## config.mk

```make
export PLATFORM = sky130hd
export DESIGN_NAME = blk_lock_mgr
export DESIGN_NICKNAME = d
export VERILOG_FILES = /design/src/rtl/blk_lock_pkg.sv /design/src/rtl/blk_lock_seq.sv /design/src/rtl/blk_lock_bank.sv /design/src/rtl/blk_lock_flags.sv /design/src/rtl/blk_lock_mgr.sv
export SDC_FILE = /design/constraint.sdc
export NUM_CORES = 1
export LEC_CHECK = 0
export ABC_AREA = 1
export BUFFER_PORTS_ARGS = -buffer_cell sky130_fd_sc_hd__buf_2
export CELL_PAD_IN_SITES_DETAIL_PLACEMENT = 1
export CELL_PAD_IN_SITES_GLOBAL_PLACEMENT = 1
export CORE_MARGIN = 2
export CORE_UTILIZATION = 34
export CTS_CLUSTER_DIAMETER = 50
export DETAILED_ROUTE_END_ITERATION = 10
export PLACE_DENSITY_LB_ADDON = 0.12
export SYNTH_ARGS = -nofsm -noshare
export SYNTH_HDL_FRONTEND = slang
export SYNTH_SLANG_ARGS = --single-unit
```

## constraint.sdc

```tcl
create_clock -name clk -period 1.4 [get_ports clk]
set_clock_uncertainty 0.1 [all_clocks]
set_input_delay 0.07 -clock clk [delete_from_list [all_inputs] [get_ports clk]]
set_output_delay 0.07 -clock clk [all_outputs]
set_load 0.01 [all_outputs]
```

## src/rtl/blk_lock_pkg.sv

```systemverilog
package blk_lock_pkg;
    localparam logic [7:0] CODE_ARM    = 8'h60;
    localparam logic [7:0] CODE_LOCK   = 8'h01;
    localparam logic [7:0] CODE_UNLOCK = 8'hD0;
    localparam logic [7:0] CODE_DOWN   = 8'h2F;
    localparam logic [7:0] CODE_CLEAR  = 8'h50;

    typedef enum logic [1:0] {
        ACT_NONE,
        ACT_LOCK,
        ACT_UNLOCK,
        ACT_DOWN
    } lock_act_e;

    typedef struct packed {
        logic lock_err;
        logic prog_err;
        logic erase_err;
    } err_flags_t;
endpackage

```

## src/rtl/blk_lock_seq.sv

```systemverilog
module blk_lock_seq
    import blk_lock_pkg::*;
#(
    parameter int ADDR_W    = 12,
    parameter int BLK_SHIFT = 8,
    localparam int BLK_W    = ADDR_W - BLK_SHIFT
) (
    input  logic              clk,
    input  logic              rst_n,
    input  logic              cmd_we,
    input  logic [ADDR_W-1:0] cmd_addr,
    input  logic [7:0]        cmd_data,
    output lock_act_e         act,
    output logic [BLK_W-1:0]  act_blk,
    output logic              seq_err,
    output logic              clr_req
);
    typedef struct packed {
        logic armed;
    } seq_st_t;

    seq_st_t s_d, s_q;

    always_comb begin
        s_d     = s_q;
        act     = ACT_NONE;
        seq_err = 1'b0;
        clr_req = 1'b0;
        act_blk = cmd_addr[ADDR_W-1:BLK_SHIFT];
        if (cmd_we) begin
            if (s_q.armed) begin
                s_d.armed = 1'b0;
                case (cmd_data)
                    CODE_LOCK:   act = ACT_LOCK;
                    CODE_UNLOCK: act = ACT_UNLOCK;
                    CODE_DOWN:   act = ACT_DOWN;
                    default:     seq_err = 1'b1;
                endcase
            end else if (cmd_data == CODE_ARM) begin
                s_d.armed = 1'b1;
            end else if (cmd_data == CODE_CLEAR) begin
                clr_req = 1'b1;
            end
        end
    end

    always_ff @(posedge clk or negedge rst_n) begin
        if (!rst_n) s_q <= '0;
        else        s_q <= s_d;
    end

    // the arm is consumed by the very next write
    p_arm_consumed_r1: assert property (@(posedge clk) disable iff (!rst_n)
        (s_q.armed && cmd_we) |=> !s_q.armed);

    // only the arm code raises the armed state
    p_arm_source_r1: assert property (@(posedge clk) disable iff (!rst_n)
        $rose(s_q.armed) |-> ($past(cmd_we) && $past(cmd_data) == CODE_ARM));
endmodule

```

## src/rtl/blk_lock_bank.sv

```systemverilog
module blk_lock_bank
    import blk_lock_pkg::*;
#(
    parameter int BLK_W   = 4,
    localparam int NUM_BLK = 1 << BLK_W
) (
    input  logic             clk,
    input  logic             rst_n,
    input  lock_act_e        act,
    input  logic [BLK_W-1:0] act_blk,
    input  logic [BLK_W-1:0] rd_blk,
    input  logic [BLK_W-1:0] op_blk,
    output logic [1:0]       rd_lock,
    output logic             op_locked
);
    typedef struct packed {
        logic [NUM_BLK-1:0] down;
        logic [NUM_BLK-1:0] lock;
    } bank_st_t;

    bank_st_t b_d, b_q;

    always_comb begin
        b_d = b_q;
        for (int i = 0; i < NUM_BLK; i++) begin
            if (act_blk == BLK_W'(i)) begin
                case (act)
                    ACT_LOCK:   b_d.lock[i] = 1'b1;
                    ACT_DOWN: begin
                        b_d.lock[i] = 1'b1;
                        b_d.down[i] = 1'b1;
                    end
                    ACT_UNLOCK: if (!b_q.down[i]) b_d.lock[i] = 1'b0;
                    default: ;
                endcase
            end
        end
    end

    always_ff @(posedge clk or negedge rst_n) begin
        if (!rst_n) begin
            b_q.lock <= '1;
            b_q.down <= '0;
        end else begin
            b_q <= b_d;
        end
    end

    assign rd_lock   = {b_q.down[rd_blk], b_q.lock[rd_blk]};
    assign op_locked = b_q.lock[op_blk];

    for (genvar g = 0; g < NUM_BLK; g++) begin : g_blk_chk
        // lock-down is never left while out of reset
        p_down_sticky_r8: assert property (@(posedge clk) disable iff (!rst_n)
            b_q.down[g] |=> b_q.down[g]);
        // a locked-down block is always locked
        p_down_locked_r2: assert property (@(posedge clk) disable iff (!rst_n)
            b_q.down[g] |-> b_q.lock[g]);
        // an unlock cannot open a locked-down block
        p_unlock_blocked_r3: assert property (@(posedge clk) disable iff (!rst_n)
            (act == ACT_UNLOCK && act_blk == BLK_W'(g) && b_q.down[g]) |=> b_q.lock[g]);
        // blocks not addressed keep their state
        p_other_stable_r2: assert property (@(posedge clk) disable iff (!rst_n)
            (act_blk != BLK_W'(g)) |=> ($stable(b_q.lock[g]) && $stable(b_q.down[g])));
    end
endmodule

```

## src/rtl/blk_lock_flags.sv

```systemverilog
module blk_lock_flags
    import blk_lock_pkg::*;
(
    input  logic       clk,
    input  logic       rst_n,
    input  logic       seq_err,
    input  logic       refuse,
    input  logic       refuse_erase,
    input  logic       clr_req,
    output err_flags_t flags
);
    err_flags_t f_d, f_q;

    always_comb begin
        f_d = clr_req ? '0 : f_q;
        if (seq_err) begin
            f_d.prog_err  = 1'b1;
            f_d.erase_err = 1'b1;
        end
        if (refuse) begin
            f_d.lock_err = 1'b1;
            if (refuse_erase) f_d.erase_err = 1'b1;
            else              f_d.prog_err  = 1'b1;
        end
    end

    always_ff @(posedge clk or negedge rst_n) begin
        if (!rst_n) f_q <= '0;
        else        f_q <= f_d;
    end

    assign flags = f_q;

    // a bad follow-up raises both operation error flags
    p_seq_err_flags_r4: assert property (@(posedge clk) disable iff (!rst_n)
        seq_err |=> (f_q.prog_err && f_q.erase_err));

    // a clear with no simultaneous set leaves every flag low
    p_clear_r7: assert property (@(posedge clk) disable iff (!rst_n)
        (clr_req && !seq_err && !refuse) |=> (f_q == '0));

    // flags only rise on a cause
    p_flag_cause_r9: assert property (@(posedge clk) disable iff (!rst_n)
        (!seq_err && !refuse) |=> ($countones(f_q) <= $countones($past(f_q))));
endmodule

```

## src/rtl/blk_lock_mgr.sv

```systemverilog
module blk_lock_mgr
    import blk_lock_pkg::*;
#(
    parameter int ADDR_W    = 12,
    parameter int BLK_SHIFT = 8
) (
    input  logic              clk,
    input  logic              rst_n,
    input  logic              cmd_we,
    input  logic [ADDR_W-1:0] cmd_addr,
    input  logic [7:0]        cmd_data,
    input  logic              op_go,
    input  logic              op_erase,
    input  logic [ADDR_W-1:0] op_addr,
    output logic              op_refuse,
    input  logic [ADDR_W-1:0] rd_addr,
    output logic [1:0]        rd_lock,
    output logic              sts_lock_err,
    output logic              sts_prog_err,
    output logic              sts_erase_err
);
    localparam int BLK_W = ADDR_W - BLK_SHIFT;

    lock_act_e        act;
    logic [BLK_W-1:0] act_blk;
    logic             seq_err;
    logic             clr_req;
    logic             op_locked;
    err_flags_t       flags;

    blk_lock_seq #(.ADDR_W(ADDR_W), .BLK_SHIFT(BLK_SHIFT)) u_seq (
        .clk      (clk),
        .rst_n    (rst_n),
        .cmd_we   (cmd_we),
        .cmd_addr (cmd_addr),
        .cmd_data (cmd_data),
        .act      (act),
        .act_blk  (act_blk),
        .seq_err  (seq_err),
        .clr_req  (clr_req)
    );

    blk_lock_bank #(.BLK_W(BLK_W)) u_bank (
        .clk       (clk),
        .rst_n     (rst_n),
        .act       (act),
        .act_blk   (act_blk),
        .rd_blk    (rd_addr[ADDR_W-1:BLK_SHIFT]),
        .op_blk    (op_addr[ADDR_W-1:BLK_SHIFT]),
        .rd_lock   (rd_lock),
        .op_locked (op_locked)
    );

    assign op_refuse = op_go & op_locked;

    blk_lock_flags u_flags (
        .clk          (clk),
        .rst_n        (rst_n),
        .seq_err      (seq_err),
        .refuse       (op_refuse),
        .refuse_erase (op_erase),
        .clr_req      (clr_req),
        .flags        (flags)
    );

    assign sts_lock_err  = flags.lock_err;
    assign sts_prog_err  = flags.prog_err;
    assign sts_erase_err = flags.erase_err;

    // a refused request always leaves the lock error flag set
    p_refuse_flag_r6: assert property (@(posedge clk) disable iff (!rst_n)
        op_refuse |=> sts_lock_err);

    // a refused erase flags erase, a refused program flags program
    p_refuse_kind_r6: assert property (@(posedge clk) disable iff (!rst_n)
        op_refuse |=> (op_erase ? sts_erase_err : sts_prog_err) == 1'b1 || $past(op_erase) != op_erase);
endmodule

```

-- Word-level counts from Yosys, hierarchy flattened
Index checks and enable logic that the tools add are counted.
- memories kept: 0
- memory bits (read-only): 0
- input port bits: 49
- logic and storage cells: 170
- latch bits: 0
- bits in registers: 36
- memory bits (writable): 0
- $lt $le $gt $ge: 2
- bitwise logic cells: 1
- $add $sub $neg: 0
- div/mod/pow operators: 0
- reduce and logical (&&, ||, !) cells: 37
- eq/ne operators: 39
- shift operators: 0
- muxes and demuxes: 55
- $mul: 0
- operators with widths (kind ; number):
    $reduce_and 3->1 ; 16
    $eq 4x4->1 const B ; 8
    $ne 2x2->1 const B ; 16
    $pmux 1 s2 ; 16
    $reduce_and 2->1 ; 16
    $mux 1 ; 30
    $eq 4x3->1 const B ; 4
    $eq 8x7->1 const B ; 2
    $bmux 1 s4 ; 3
    $lt 4x5->1 const B ; 2
    $eq 4x2->1 const B ; 2
    $eq 8x1->1 const B ; 1
    $eq 8x6->1 const B ; 1
    $eq 8x8->1 const B ; 1
    $mux 2 ; 3
    $mux 3 ; 2
    $pmux 2 s3 ; 1
    $eq 2x2->1 const B ; 2
    $eq 4x1->1 const B ; 1
    $logic_not 4->1 ; 1
    $reduce_bool 2->1 ; 2
    $reduce_or 3->1 ; 1
    $eq 2x1->1 const B ; 1
    $reduce_or 2->1 ; 1
    $and 1x1->1 ; 1

-- Longest topological paths before layout
Gate-level depths: netlist (run 1).
- word-level depth: 9
- mapped depth: 9
- depth with buffers taken out: 9

-- Cells and area by module
From an unflattened synthesis (run 1), not the netlist that was laid out.
- cell total of the unflattened synthesis: 316
- area total of the unflattened synthesis: 2189.6 sq um
- by module, submodules not included (module ; cells an instance ; instances ; area each (sq um) ; seq. area each (sq um)):
    blk_lock_bank ; 254 ; 1 ; 1818.0 ; 820.8
    blk_lock_seq ; 47 ; 1 ; 245.2 ; 25.0
    blk_lock_flags ; 13 ; 1 ; 118.9 ; 75.1
    blk_lock_mgr ; 2 ; 1 ; 7.5 ; 0.0

-- Worst setup path before layout (run 1)
OpenSTA, ideal clock, no wires.
- path kind: flip-flop to flip-flop
- from: register u_seq.s_q
- to: register u_bank.b_q[10] (netlist bit)
- library setup time: 76 ps
- slack: 51 ps
- buffers on the path: 1
- cell stages (with the launch flop): 7
- data required time: 1224 ps
- period minus slack after synthesis: 1349 ps
- data arrival time: 1174 ps
- cells stage by stage: dfrtp_1 > nand2_2 > nor3_2 > buf_4 > nand3_1 > nand2_1 > nand2_1
- cells in the longest elaborated chain, start to end: 6
- elaborated cells on any way between the ends: 10
- RTL lines (what ; RTL line ; RTL):
    from (decl) ; blk_lock_seq.sv:22 ; seq_st_t s_d, s_q;
    from (signal assigned) ; blk_lock_seq.sv:48 ; if (!rst_n) s_q <= '0;
    from (signal assigned) ; blk_lock_seq.sv:49 ; else s_q <= s_d;
    $mux 2 * ; blk_lock_seq.sv:31 ; if (s_q.armed) begin
    $mux 2 * ; blk_lock_seq.sv:30 ; if (cmd_we) begin
    $eq 2x1->1 / $eq 2x2->1 (equally long branches) ; blk_lock_bank.sv:27 ; case (act)
    $reduce_or 2->1 (no line) ; - ;
    $reduce_bool 2->1 (no line) ; - ;
    $reduce_and 3->1 (no line) ; - ;
    to (decl) ; blk_lock_bank.sv:21 ; bank_st_t b_d, b_q;
Every way passes the cells marked *; elsewhere a longest branch is shown, timed or not.
A chain may end at the register's enable or synchronous reset.

-- Final worst setup path (run 1)
- from: register u_bank.b_q[5] (netlist bit)
- to: output op_refuse
- cells in the longest elaborated chain, start to end: 3
- RTL lines (what ; RTL line ; RTL):
    $bmux 1 s4 ; blk_lock_bank.sv:50 ; assign op_locked = b_q.lock[op_blk];
    $mux 1 (implied by the code) ; blk_lock_bank.sv:50 ;
    $and 1x1->1 ; blk_lock_mgr.sv:54 ; assign op_refuse = op_go & op_locked;
    to (decl) ; blk_lock_mgr.sv:15 ; output logic op_refuse,
No other way between the ends. The select of a mux whose other input is x is not followed.

==> results of run 1 <==
layer usage:
layer  global-route usage [%]  share of wire, %  wire length, um  up-vias
met3                     3.13               1.7              120        6
met5                        0                 0                0        -
met4                     5.82              0.86               61        0
met1                     27.9                49             3490     1152
met2                     30.7                48             3440       25
li1                         -                 -                -     1198
state kept, by name, summed over array words and instances, names as in the netlist:
| name | flops |
|---|---|
| u_flags.flags | 3 |
| u_bank.b_q | 32 |
| u_seq.s_q | 1 |
final cells by class:
cell class	instances	area share, %
multi-input combinational	242	41.4
sequential	36	31.0
timing repair buffer	61	14.7
inverter	54	6.82
tap	80	3.37
clock buffer	7	2.57
clock inverter	1	0.168
path summary, 6_finish.rpt:
path                          startpoint          endpoint  cells past startpoint  slack (ns)
max in group asynchronous          rst_n    u_bank.b_q[15]                      3        0.76
min in group asynchronous          rst_n    u_bank.b_q[17]                      3        0.18
max reg2reg                u_bank.b_q[5]  u_flags.flags[1]                      9        0.04
max                        u_bank.b_q[5]         op_refuse                      9       -0.23
min reg2reg                u_bank.b_q[7]     u_bank.b_q[7]                      2        0.36
min                         cmd_addr[11]     u_bank.b_q[3]                      6        0.05
worst register-to-register path: stages, from the launching register on:
cell and delay, ns:
dfstp_2 0.54, inv_1 0.05, nand2_1 0.05, nand3_1 0.07
nand3_1 0.09, nand3_2 0.08, nand2_2 0.09, buf_4 0.11
nand3_1 0.06, nand2_1 0.06
what timing repair did:
action,CTS,global route
setup endpoints to repair,3,23
buffers inserted,3,2
pin swaps,6,12
cloned,0,1
resized for setup,14,16
endpoints found under the hold margin,40,0
hold buffers,5,0
layout by cell type, fill, tap and decap left out, types with 3 or more instances in the layout:
master,netlist,final
a21oi_1,8,5
a21oi_2,0,3
buf_2,1,28
buf_4,3,23
buf_6,1,3
clkbuf_8,0,5
dfrtp_1,20,20
dfstp_2,16,16
dlygate4sd3_1,0,5
inv_1,54,48
inv_2,0,6
nand2_1,93,90
nand2_2,1,4
nand3_1,52,48
nand3_2,0,4
nor2_1,45,42
nor2_2,3,6
o211ai_1,8,8
o21ai_0,16,10
o21ai_1,0,5
o21ai_2,2,4
o21bai_2,8,8
power by group through the flow:
stage | Clock [mW] | Sequential [mW] | Combinational (mW)
after floorplan | 0 | 1.06 | 0.146
after global placement | 0 | 1.06 | 0.305
after detailed placement | 0 | 1.06 | 0.310
after CTS | 0.769 | 1.04 | 0.336
after global routing | 0.834 | 1.05 | 0.381
final | 0.741 | 1.04 | 0.341
cells by family (layout without fill, tap and decap cells):
| group | after synthesis | after routing | share of synthesized area (%) |
|---|---|---|---|
| simple gates | 198 | 198 | 36.7 |
| buf+inv | 64 | 123 | 11.1 |
| compound gates | 43 | 44 | 13.0 |
| flops | 36 | 36 | 39.3 |
==> impl_results.md, run 1 <==
* Data arrival, critical path at approximately 1.5 ns
* Finished Layout Cells at between 400 and 500
* Required time of the critical path at about 1.2 ns
* Post-placement worst setup slack at -0.0517 ns
* Number of standard-cell rows in the floorplan at 30
* Worst hold slack after final layout at 0.0460 ns
* Area of the multi-input gates at 1230 um^2
* Most area-consuming cells after synthesis: dfrtp_1 (21%), dfstp_2 (18%), nand2_1 (15%), nand3_1 (11%), inv_1 (8.6%)
* Core Region at ~6700 um^2
* Via count of the first global-routing pass at ~2400
* Post-layout worst setup margin at -0.234 ns
* Clock input transition at the sequential cells of the worst setup and hold paths at approximately 0.080 ns
* Slowest cell on the critical path: dfstp_2
* Total vias in the final route at between 2000 and 2500
* Number of library cell types mapped by synthesis at 22
* Startpoint Class: register
* RSZ-0062 raised after global routing: yes
* Critical path's top delay family: flip-flops
* Synthesis-to-layout area growth at 26.7%
* Overall routed net length at 7120 um
* Endpoints failing hold at 0
* Maxcap violations at 0
* Largest net degree at the start of global routing at 37
* Clock Tree Buf Depth at 2
* Max-slew violation count at 0
* Layout Utilization at 44.2%
* Yosys warns at 0
* Worst path cell trace: inv_1, nand2_1, nand3_1, nand3_1, nand3_2, nand2_2, nand2_2, inv_2, buf_6
* Pin slew with the least headroom to its limit at between 0.6 and 0.7 ns
* Initial antenna violation count at 0
* Initial DRC Count at between 60 and 70
* Fraction of power consumed by combinational cells at 16.0%
* Status: finished, violations left
* Number of flops mapped to enable cells by yosys at 0
* Asr flop ratio synth at 100%
* Largest incremental delay on the critical path at ~0.54 ns
* Sw frac at 28.3%
* Share of the clock period used by the worst path after layout at 117%
* Detailed-route vias per instance at about 5.0
* Buffer type at the clock tree root: clkbuf_8
* Area share of the leading cell type in the synthesized netlist at roughly a fifth
* Most common cell in the netlist: nand2_1
* Total iterations of the first detailed-routing run at 4
* Total power draw at 2.13 mW
* Reg area at just over 900 um^2
* Type of the worst min-delay path: in2reg
* Total negative slack at -0.532 ns
* Summed area of non-filler cells in the final layout at 2970 um^2
* Wire length of the first global-routing pass at 11400 um
* Number of buffers added by the clock tree synthesis step at 5
* Nature of the critical path endpoint: output port
* Mean post-synth cell area at 6.88 um^2
* Antenna cells at 0
* H-tree Lvls at 2
* Buffer and inverter count on the worst path at 3
* Cell internal pwr at roughly 1.5 mW
* CTS tree: built
* Largest fanout of any net on the critical path at 2
* Post-DR wirelength/cell at 14.8 um
* Final period demand of the worst path at about 1.6 ns
* Failing checks: setup timing
* HPWL after detailed placement at 5150 um
* Post-Syn Nets at 390
* Category of the most critical setup path: reg2out
* Starting density of the core at a little over a third
* Placed Cells at between 400 and 500
* Die area at about 7600 um^2
* Num Clock Sinks at 36
* Antenna Violating Nets Remaining at 0
* Fillcell total at between 800 and 900
* Final GP Congestion at 0.806
* Horizontal extent of the die at slightly below 90 um
* Highest clock rate at slightly above 0.6 GHz
* Final layout net count at between 400 and 500
* Number of top-level pins at 55
* Global routing usage summed across all routing layers at between 10% and 20%
* Max-slew headroom at the worst pin at 54.8%
* DRC violations left at 0
* Instance area after placement at around 2700 um^2
* Cell type with the largest total area after synthesis: dfrtp_1
* P_leak at around 1.5 nW
* Primary flip-flop cell chosen by synthesis mapping: dfrtp_1
* Max rail drop VDD at between 0.4 and 0.5 mV
* Synthesized netlist cell count at 341
* Chip height at 87.1 um
* Port-buffer cells at 30
* Congestion Overflow GR at 0
* Post-synthesis register bit count at 36
* Number of setup violations in the final report at 3
* P_sw at roughly 0.6 mW
* Netlist Area Pre-Place at roughly 2300 um^2
* Part of the total power dissipated in the clock network at 34.8%
* Seq/Total Area, Yosys at between 30 and 40%
* Share of layout cells above drive strength 1 at 29.4%
* Power Dens Cells at roughly 700 nW/um^2
* Share of total power in sequential cells at about 49%
* Latest clock arrival within the worst-skew pair at around 0.29 ns
* Post-synth top cells: nand2_1 (93), inv_1 (54), nand3_1 (52), nor2_1 (45), dfrtp_1 (20)
Power figures use the tool's default switching activity.
==> run 2: changes to the inputs <==
--- a/config.mk
+++ b/config.mk
@@ -16,4 +16,5 @@
 export PLACE_DENSITY_LB_ADDON = 0.12
 export SYNTH_ARGS = -nofsm -noshare
 export SYNTH_HDL_FRONTEND = slang
+export SYNTH_HIERARCHICAL = 1
 export SYNTH_SLANG_ARGS = --single-unit
==> run 2 against run 1 <==
The flow still finishes with violations (setup timing). Sequential power hardly changed. Worst setup slack got worse by 0.039 ns. Sequential cell count unchanged. Register-to-register slack got worse by 0.10 ns. Critical path depth is 1 lower. First-iteration DRC count rose by 30%. Clock power rose by 4.9%. Hold slack improved by 0.023 ns. Die area shrank 6.4%. Routed wire length fell by 5.4%. Synthesized area shrank 6.7%. Critical path type unchanged. Highest routed layer unchanged.
==> impl_results.md, run 2 <==
* End of the worst register-to-register path: u_flags/flags[1] (was u_flags.flags[1])
* Num Clock Sinks at 36 (unchanged)
* Arithmetic-cell share of the synthesized area counting full adders, half adders and majority gates at 0% (unchanged)
* Number of setup violations in the final report at 6 (was 3)
* Post-DR wirelength/cell at 14.6 um (was 14.8 um)
* Asr flop ratio synth at 100% (unchanged)
* Most common cell in the netlist: nand2_1 (unchanged)
* Layout Utilization at 48.0% (was 44.2%)
* Max-slew headroom at the worst pin at 70.7% (was 54.8%)
* HPWL after detailed placement at 5100 um (was 5150 um)
* Synthesized netlist cell count at 316 (was 341)
* Slack of the worst reg-to-reg path at -0.06 ns (was 0.04 ns)
* Number of buffers added by the clock tree synthesis step at 5 (unchanged)
* Buffer and inverter count on the worst path at 3 (unchanged)
* Starting density of the core at 34.9% (about the same)
* Number of stages on the worst hold path at 5 (was 6)
* Post-Syn Nets at 365 (was 390)
* Endpoints failing hold at 0 (unchanged)
* Total negative slack at -0.661 ns (was -0.532 ns)
* DRC violations left at 0 (unchanged)
* Primary flip-flop cell chosen by synthesis mapping: dfrtp_1 (unchanged)
* Seq/Total Area, Yosys at 42.1% (was 39.3%)
* Number of standard-cell rows in the floorplan at 29 (was 30)
* Worst path cell trace: inv_2, buf_6, nand2_1, nand3_2, nand3_2, nand3_1, nand2_2, buf_6 (was inv_1, nand2_1, nand3_1, nand3_1, nand3_2, nand2_2, nand2_2, inv_2, buf_6)
* Total met3 wirelength after detailed routing at 186 um (was 120 um)
* Top Layer Used: met4 (unchanged)
* Cell type with the largest total area after synthesis: dfrtp_1 (unchanged)
* Number of flops mapped to enable cells by yosys at 0 (unchanged)
* Area share of xor/xnor cells in the synthesized design at 0% (unchanged)
* Number of flip-flops in the largest register at 32 (unchanged)
* Initial antenna violation count at 0 (unchanged)
* Final period demand of the worst path at 1.67 ns (was 1.63 ns)
* Global routing usage summed across all routing layers at 19.5% (was 19.6%)
* Data arrival, critical path at 1.50 ns (was 1.46 ns)
* Total power draw at 2.12 mW (was 2.13 mW)
* Overall routed net length at 6730 um (was 7120 um)
* R2R Path Start: u_bank/b_q[4] (was u_bank.b_q[5])
* Largest fanout of any net on the critical path at 2 (unchanged)
* Category of the most critical setup path: reg2out (unchanged)
* Largest net degree at the start of global routing at 20 (was 37)
* Simple logic cell fraction of the synthesized area at 33.9% (was 36.7%)
* Wire length on met1 at 3310 um (was 3490 um)
* Max rail drop VDD at 0.412 mV (was 0.416 mV)
* Antenna Violating Nets Remaining at 0 (unchanged)
* Status: finished, violations left (unchanged)
* Post-placement worst setup slack at -0.0388 ns (was -0.0517 ns)
* Most frequent cells in the layout: nand2_1 (78), inv_1 (35), buf_4 (33), buf_2 (28), inv_2 (27) (was nand2_1 (90), inv_1 (48), nand3_1 (48), nor2_1 (42), buf_2 (28))
* Required time of the critical path at 1.23 ns (about the same)
* Initial DRC Count at 83 (was 64)
* Port-buffer cells at 30 (unchanged)
* Number of library cell types mapped by synthesis at 22 (unchanged)
* Die area at 7100 um^2 (was 7580 um^2)
* Max-slew violation count at 0 (unchanged)
* Most area-consuming cells after synthesis: dfrtp_1 (23%), dfstp_2 (19%), nand2_1 (15%), inv_1 (10%), nand3_1 (10%) (was dfrtp_1 (21%), dfstp_2 (18%), nand2_1 (15%), nand3_1 (11%), inv_1 (8.6%))
* P_leak at 1.51 nW (was 1.47 nW)
* Compound-Gate Fraction of Synth Area at 9.03% (was 13.0%)
* Pin slew with the least headroom to its limit at 0.440 ns (was 0.677 ns)
* Worst hold path endpoint: u_flags/flags[2] (was u_bank.b_q[3])
* Final GP Congestion at 0.845 (was 0.806)
* Yosys warns at 6 (was 0)
* Post-layout worst setup margin at -0.273 ns (was -0.234 ns)
* Failing checks: setup timing (unchanged)
* Slowest cell on the critical path: dfstp_2 (unchanged)
* Share of layout cells above drive strength 1 at 45.5% (was 29.4%)
* Chip height at 84.3 um (was 87.1 um)
* Highest clock rate at 0.598 GHz (was 0.612 GHz)
* Reg area at 921 um^2 (unchanged)
* H-tree Lvls at 2 (unchanged)
* Most common library cell in the layout ignoring fill and taps: nand2_1 (unchanged)
* Type of the worst min-delay path: in2reg (unchanged)
* Mean post-synth cell area at 6.93 um^2 (was 6.88 um^2)
* Area share of the leading cell type in the synthesized netlist at 22.9% (was 21.3%)
* Multiplexer share of the synthesized area at 0% (unchanged)
* Area of the multi-input gates at 1130 um^2 (was 1230 um^2)
* Nature of the critical path endpoint: output port (unchanged)
* Congestion Overflow GR at 0 (unchanged)
* Post-synthesis register bit count at 36 (unchanged)
* Number of top-level pins at 55 (unchanged)
* Buffer type at the clock tree root: clkbuf_8 (unchanged)
* Power Dens Cells at 704 nW/um^2 (was 716 nW/um^2)
* Worst R2R Path Depth at 11 (was 9)
* Antenna cells at 0 (unchanged)
* Maxcap violations at 0 (unchanged)
* Detailed-route vias per instance at 4.90 (was 4.95)
* Dominant combinational cell family by area after synthesis: simple AND/OR/NAND/NOR gates (unchanged)
* Total iterations of the first detailed-routing run at 4 (unchanged)
* Final layout net count at 433 (was 449)
* RSZ-0062 raised after global routing: yes (unchanged)
* Via count of the first global-routing pass at 2236 (was 2369)
* Core Region at 6280 um^2 (was 6720 um^2)
* Wire length of the first global-routing pass at 10900 um (was 11400 um)
* Worst hold slack after final layout at 0.0690 ns (was 0.0460 ns)
* CTS tree: built (unchanged)
* Total vias in the final route at 2266 (was 2381)
* Startpoint Class: register (unchanged)
* Clock input transition at the sequential cells of the worst setup and hold paths at 0.07 ns (was 0.08 ns)
* Share of the clock period used by the worst path after layout at 120% (was 117%)
* Horizontal extent of the die at 84.3 um (was 87.1 um)
* Met2 routed WL at 3160 um (was 3440 um)
* Largest incremental delay on the critical path at 0.53 ns (was 0.54 ns)
* Min-delay src: op_go (was cmd_addr[11])
* Synthesis-to-layout area growth at 37.5% (was 26.7%)
* Most flops, register: u_bank/b_q (was u_bank.b_q)
* Fillcell total at 820 (was 884)
* Critical path's top delay family: flip-flops (unchanged)
* Netlist Area Pre-Place at 2190 um^2 (was 2350 um^2)
* Clock Tree Buf Depth at 2 (unchanged)
* Latest clock arrival within the worst-skew pair at 0.29 ns (about the same)
* Post-synth top cells: nand2_1 (90), inv_1 (59), nand3_1 (44), dfrtp_1 (20) (was nand2_1 (93), inv_1 (54), nand3_1 (52), nor2_1 (45), dfrtp_1 (20))
-- run 2: cell count changes in the layout (fill, tap and decap cells not counted), moves of 8 or more --
cell / before / now
inv_2: 6 / 27
nand3_2: 4 / 22
o21bai_2: 8 / 0
nand2_2: 4 / 16
nor3_1: 0 / 8
o22ai_1: 0 / 15
o211ai_1: 8 / 0
nor2_1: 42 / 10
nand2_1: 90 / 78
nand3_1: 48 / 22
inv_1: 48 / 35
nor3_2: 0 / 9
buf_4: 23 / 33
-- run 2: cells by family after synthesis --
group / count (synthesis)
buf+inv: 75
simple gates: 170
compound gates: 35
flops: 36
-- run 2: report_power, final --
group / total, mW / switching, mW / internal [mW]
Clock: 0.777 / 0.384 / 0.393
Combinational: 0.299 / 0.183 / 0.116
Sequential: 1.04 / 0.000506 / 1.04
-- run 2: through the flow --
| step | cell area (um^2) | cells |
|---|---|---|
| 6_report | 3010 | 462 |
| 5_1_grt | 3010 | 462 |
| 4_1_cts | 2800 | 455 |
| 3_5_place_dp | 2600 | 443 |
| 3_3_place_gp | 2600 | 443 |
| 2_1_floorplan | 2190 | 316 |
-- run 2: worst max path at each step --
stage	to	slack, ns	startpoint	cells past startpoint
2_1_floorplan	u_flags/flags[0]	0.09	u_bank/b_q[7]	10
3_3_place_gp	op_refuse	-0.02	u_bank/b_q[1]	9
3_5_place_dp	u_bank/b_q[12]	-0.04	cmd_data[5]	10
4_1_cts	op_refuse	-0.25	u_bank/b_q[9]	9
5_1_grt	op_refuse	-0.35	u_bank/b_q[6]	9
6_report	rd_lock[0]	-0.27	u_bank/b_q[4]	8
-- run 2: layer usage --
layer | GRT usage, % | vias up
met3 | 2.95 | 6
met5 | 0 | -
met2 | 30.5 | 31
met1 | 28.0 | 1096
met4 | 5.57 | 0
li1 | - | 1133
-- run 2: cell type report --
| type | instances | area share (%) |
|---|---|---|
| multi-input cells | 205 | 37.7 |
| clock buffers | 6 | 2.74 |
| clock inverters | 2 | 0.332 |
| repair buffers | 73 | 17.5 |
| inverters | 63 | 7.94 |
| well taps | 77 | 3.20 |
| flip-flops and latches | 36 | 30.6 |
-- run 2: timing repair --
| action | 4_1_cts | 5_1_grt |
|---|---|---|
| gates resized for setup | 27 | 53 |
| setup endpoints to repair | 5 | 22 |
| buffers inserted | 2 | 7 |
| hold buffers | 3 | 0 |
| endpoints found under the hold margin | 29 | 0 |
| pin swaps | 14 | 18 |
-- run 2: tightest hold or removal path, stage by stage --
cell and delay (ns):
buf_2 0.07, nand2_1 0.05, inv_2 0.06, buf_4 0.11
a21o_1 0.07
==> run 3: changes to the inputs <==
--- a/config.mk
+++ b/config.mk
@@ -9,7 +9,6 @@
 export BUFFER_PORTS_ARGS = -buffer_cell sky130_fd_sc_hd__buf_2
 export CELL_PAD_IN_SITES_DETAIL_PLACEMENT = 1
 export CELL_PAD_IN_SITES_GLOBAL_PLACEMENT = 1
-export CORE_MARGIN = 2
 export CORE_UTILIZATION = 34
 export CTS_CLUSTER_DIAMETER = 50
 export DETAILED_ROUTE_END_ITERATION = 10
==> run 3 against run 2 <==
The flow still finishes with violations (setup timing). Global-route usage increased by 2.5 points. Total power is 7.1% higher. Maximum frequency rose by 0.68%. Sequential power hardly changed. Cell count shrank 1.5%. Cell area rose by 1.6%. Critical path depth grew 1. Sequential cell count stayed put. Via count grew 1.5%.
==> impl_results.md, run 3 (synthesis gave the netlist of run 2 again) <==
* Data arrival, critical path at 1.49 ns (was 1.50 ns)
* Type of the worst min-delay path: in2reg (unchanged)
* Layout Utilization at 50.5% (was 48.0%)
* Horizontal extent of the die at 82.3 um (was 84.3 um)
* GR Util met2 at 33.5% (was 30.5%)
* Clock Tree Buf Depth at 2 (unchanged)
* Initial DRC Count at 112 (was 83)
* HPWL after detailed placement at 4900 um (was 5100 um)
* Final period demand of the worst path at 1.66 ns (was 1.67 ns)
* Largest incremental delay on the critical path at 0.54 ns (was 0.53 ns)
* Total negative slack at -1.07 ns (was -0.661 ns)
* Maxcap violations at 0 (unchanged)
* Post-placement worst setup slack at -0.100 ns (was -0.0388 ns)
* Most common library cell in the layout ignoring fill and taps: nand2_1 (unchanged)
* Via count of the first global-routing pass at 2151 (was 2236)
* Finished Layout Cells at 455 (was 462)
* Placed Cells at 428 (was 443)
* Buffer type at the clock tree root: clkbuf_8 (unchanged)
* Power Dens Cells at 742 nW/um^2 (was 704 nW/um^2)
* Detailed-route vias per instance at 5.05 (was 4.90)
* Slowest cell on the critical path: dfstp_2 (unchanged)
* Max rail drop VDD at 0.493 mV (was 0.412 mV)
* Reg area at 921 um^2 (unchanged)
* Summed area of non-filler cells in the final layout at 3060 um^2 (was 3010 um^2)
* Most frequent cells in the layout: nand2_1 (75), inv_1 (34), inv_2 (28), buf_2 (27) (was nand2_1 (78), inv_1 (35), buf_4 (33), buf_2 (28), inv_2 (27))
* Post-DR wirelength/cell at 15.7 um (was 14.6 um)
* Die area at 6770 um^2 (was 7100 um^2)
* Share of layout cells above drive strength 1 at 45.8% (was 45.5%)
* Worst path cell trace: inv_2, nand2_2, nand3_1, nand3_1, nand3_1, nand2_2, nand2_2, inv_2, buf_6 (was inv_2, buf_6, nand2_1, nand3_2, nand3_2, nand3_1, nand2_2, buf_6)
* Congestion Overflow GR at 0 (unchanged)
* Area of the multi-input gates at 1170 um^2 (was 1130 um^2)
* Startpoint Class: register (unchanged)
* H-tree Lvls at 2 (unchanged)
* Global Route met3 Usage at 3.52% (was 2.95%)
* Largest fanout of any net on the critical path at 3 (was 2)
* Worst hold slack after final layout at 0.0670 ns (was 0.0690 ns)
* Number of setup violations in the final report at 6 (unchanged)
* Cell internal pwr at 1.69 mW (was 1.55 mW)
* Initial antenna violation count at 0 (unchanged)
* Instance area after placement at 2520 um^2 (was 2600 um^2)
* Share of the clock period used by the worst path after layout at 119% (was 120%)
* Status: finished, violations left (unchanged)
* Num Clock Sinks at 36 (unchanged)
* Starting density of the core at 36.1% (was 34.9%)
* Failing checks: setup timing (unchanged)
* Critical path's top delay family: flip-flops (unchanged)
* Total power draw at 2.27 mW (was 2.12 mW)
* Antenna cells at 0 (unchanged)
* Buffer and inverter count on the worst path at 3 (unchanged)
* Antenna Violating Nets Remaining at 0 (unchanged)
* Port-buffer cells at 30 (unchanged)
* Sw frac at 25.4% (was 26.8%)
* Part of the total power dissipated in the clock network at 40.2% (was 36.7%)
* Largest net degree at the start of global routing at 23 (was 20)
* Worst R2R Path Depth at 12 (was 11)
* Nature of the critical path endpoint: output port (unchanged)
* P_leak at 1.54 nW (was 1.51 nW)
* Synthesis-to-layout area growth at 39.7% (was 37.5%)
* Max-slew headroom at the worst pin at 72.8% (was 70.7%)
* Number of flip-flops in the largest register at 32 (unchanged)
* Post-layout worst setup margin at -0.262 ns (was -0.273 ns)
* Slack of the worst reg-to-reg path at -0.17 ns (was -0.06 ns)
* DRC violations left at 0 (unchanged)
* R2R Path Start: u_bank/b_q[13] (was u_bank/b_q[4])
* Worst hold path endpoint: u_seq/s_q (was u_flags/flags[2])
* Min-delay src: cmd_data[6] (was op_go)
* Category of the most critical setup path: reg2out (unchanged)
* Total iterations of the first detailed-routing run at 4 (unchanged)
* Share of total power in sequential cells at 46.0% (was 49.2%)
* Number of standard-cell rows in the floorplan at 28 (was 29)
* Fraction of power consumed by combinational cells at 13.8% (was 14.1%)
* Fillcell total at 773 (was 820)
* Number of buffers added by the clock tree synthesis step at 5 (unchanged)
* Number of stages on the worst hold path at 5 (unchanged)
* Most crowded layer after global routing: met2 (unchanged)
* Global routing usage summed across all routing layers at 22.0% (was 19.5%)
* Final layout net count at 428 (was 433)
* Met1 capacity usage during global routing at 31.6% (was 28.0%)
* Endpoints failing hold at 0 (unchanged)
* Pin slew with the least headroom to its limit at 0.408 ns (was 0.440 ns)
* End of the worst register-to-register path: u_flags/flags[0] (was u_flags/flags[1])
* Highest clock rate at 0.602 GHz (was 0.598 GHz)
* Most flops, register: u_bank/b_q (unchanged)
* Clock input transition at the sequential cells of the worst setup and hold paths at 0.08 ns (was 0.07 ns)
* Wire length of the first global-routing pass at 10900 um (about the same)
* Core Region at 6060 um^2 (was 6280 um^2)
* Number of top-level pins at 55 (unchanged)
* RSZ-0062 raised after global routing: yes (unchanged)
* Chip height at 82.3 um (was 84.3 um)
* Total vias in the final route at 2300 (was 2266)
* Latest clock arrival within the worst-skew pair at 0.30 ns (was 0.29 ns)
* Max-slew violation count at 0 (unchanged)
* CTS tree: built (unchanged)
* Overall routed net length at 7140 um (was 6730 um)
* Required time of the critical path at 1.23 ns (about the same)
* P_sw at 0.577 mW (was 0.568 mW)
* Final GP Congestion at 0.803 (was 0.845)
## run 3: changes by cell type in the layout (fill, tap and decap cells not counted), moves of 3 or more
cell | previous run | this run
buf_4 | 33 | 25
nand2_1 | 78 | 75
nand3_1 | 22 | 25
nand3_2 | 22 | 19
nor3_1 | 8 | 3
nor3_4 | 0 | 3
o21ai_0 | 13 | 16
o21ai_1 | 3 | 0
## run 3: how the worst max path moves through the flow
stage,from,depth (start not counted),endpoint,slack [ns]
5_1_grt,u_bank/b_q[13],9,op_refuse,-0.34
6_report,u_bank/b_q[13],9,op_refuse,-0.26
4_1_cts,u_bank/b_q[8],9,op_refuse,-0.23
2_1_floorplan,u_bank/b_q[7],10,u_flags/flags[0],0.09
3_5_place_dp,cmd_data[4],10,u_bank/b_q[15],-0.10
3_3_place_gp,cmd_data[4],8,u_bank/b_q[0],-0.04
## run 3: final cells by class
type | instances | share of cell area (%)
sequential | 36 | 30.1
timing repair buffer | 68 | 17.2
inverter | 63 | 7.81
clock inverter | 2 | 1.15
tap | 75 | 3.07
multi-input combinational | 205 | 38.3
clock buffer | 6 | 2.37
## run 3: routing by layer
metal	vias to the layer above	share of wire (%)
met5	-	0
li1	1121	-
met4	0	1.5
met1	1127	49
met3	9	2.7
met2	43	47
## run 3: power groups by stage
stage / Sequential (mW) / Combinational, mW / Clock, mW
after floorplan: 1.06 / 0.141 / 0
after global placement: 1.06 / 0.251 / 0
after detailed placement: 1.06 / 0.255 / 0
after CTS: 1.04 / 0.290 / 0.932
after global routing: 1.04 / 0.346 / 0.980
final: 1.04 / 0.312 / 0.913
## run 3: worst register-to-register path: stages, from the launching register on
cell	delay [ns]
dfstp_2	0.54
inv_2	0.05
nand2_2	0.05
nand3_1	0.07
nand3_1	0.08
nand3_1	0.10
nand2_2	0.09
nand2_2	0.06
inv_2	0.06
buf_4	0.10
buf_6	0.09
nand2_2	0.05
nand3_1	0.07
## run 3: repair_timing
action                                  4_1_cts  5_1_grt
endpoints found under the hold margin        23        0
resized for setup                            42       47
buffers inserted                              7       10
pin swaps                                    15       21
hold buffers                                  3        0
endpoints found under the setup margin        7       22
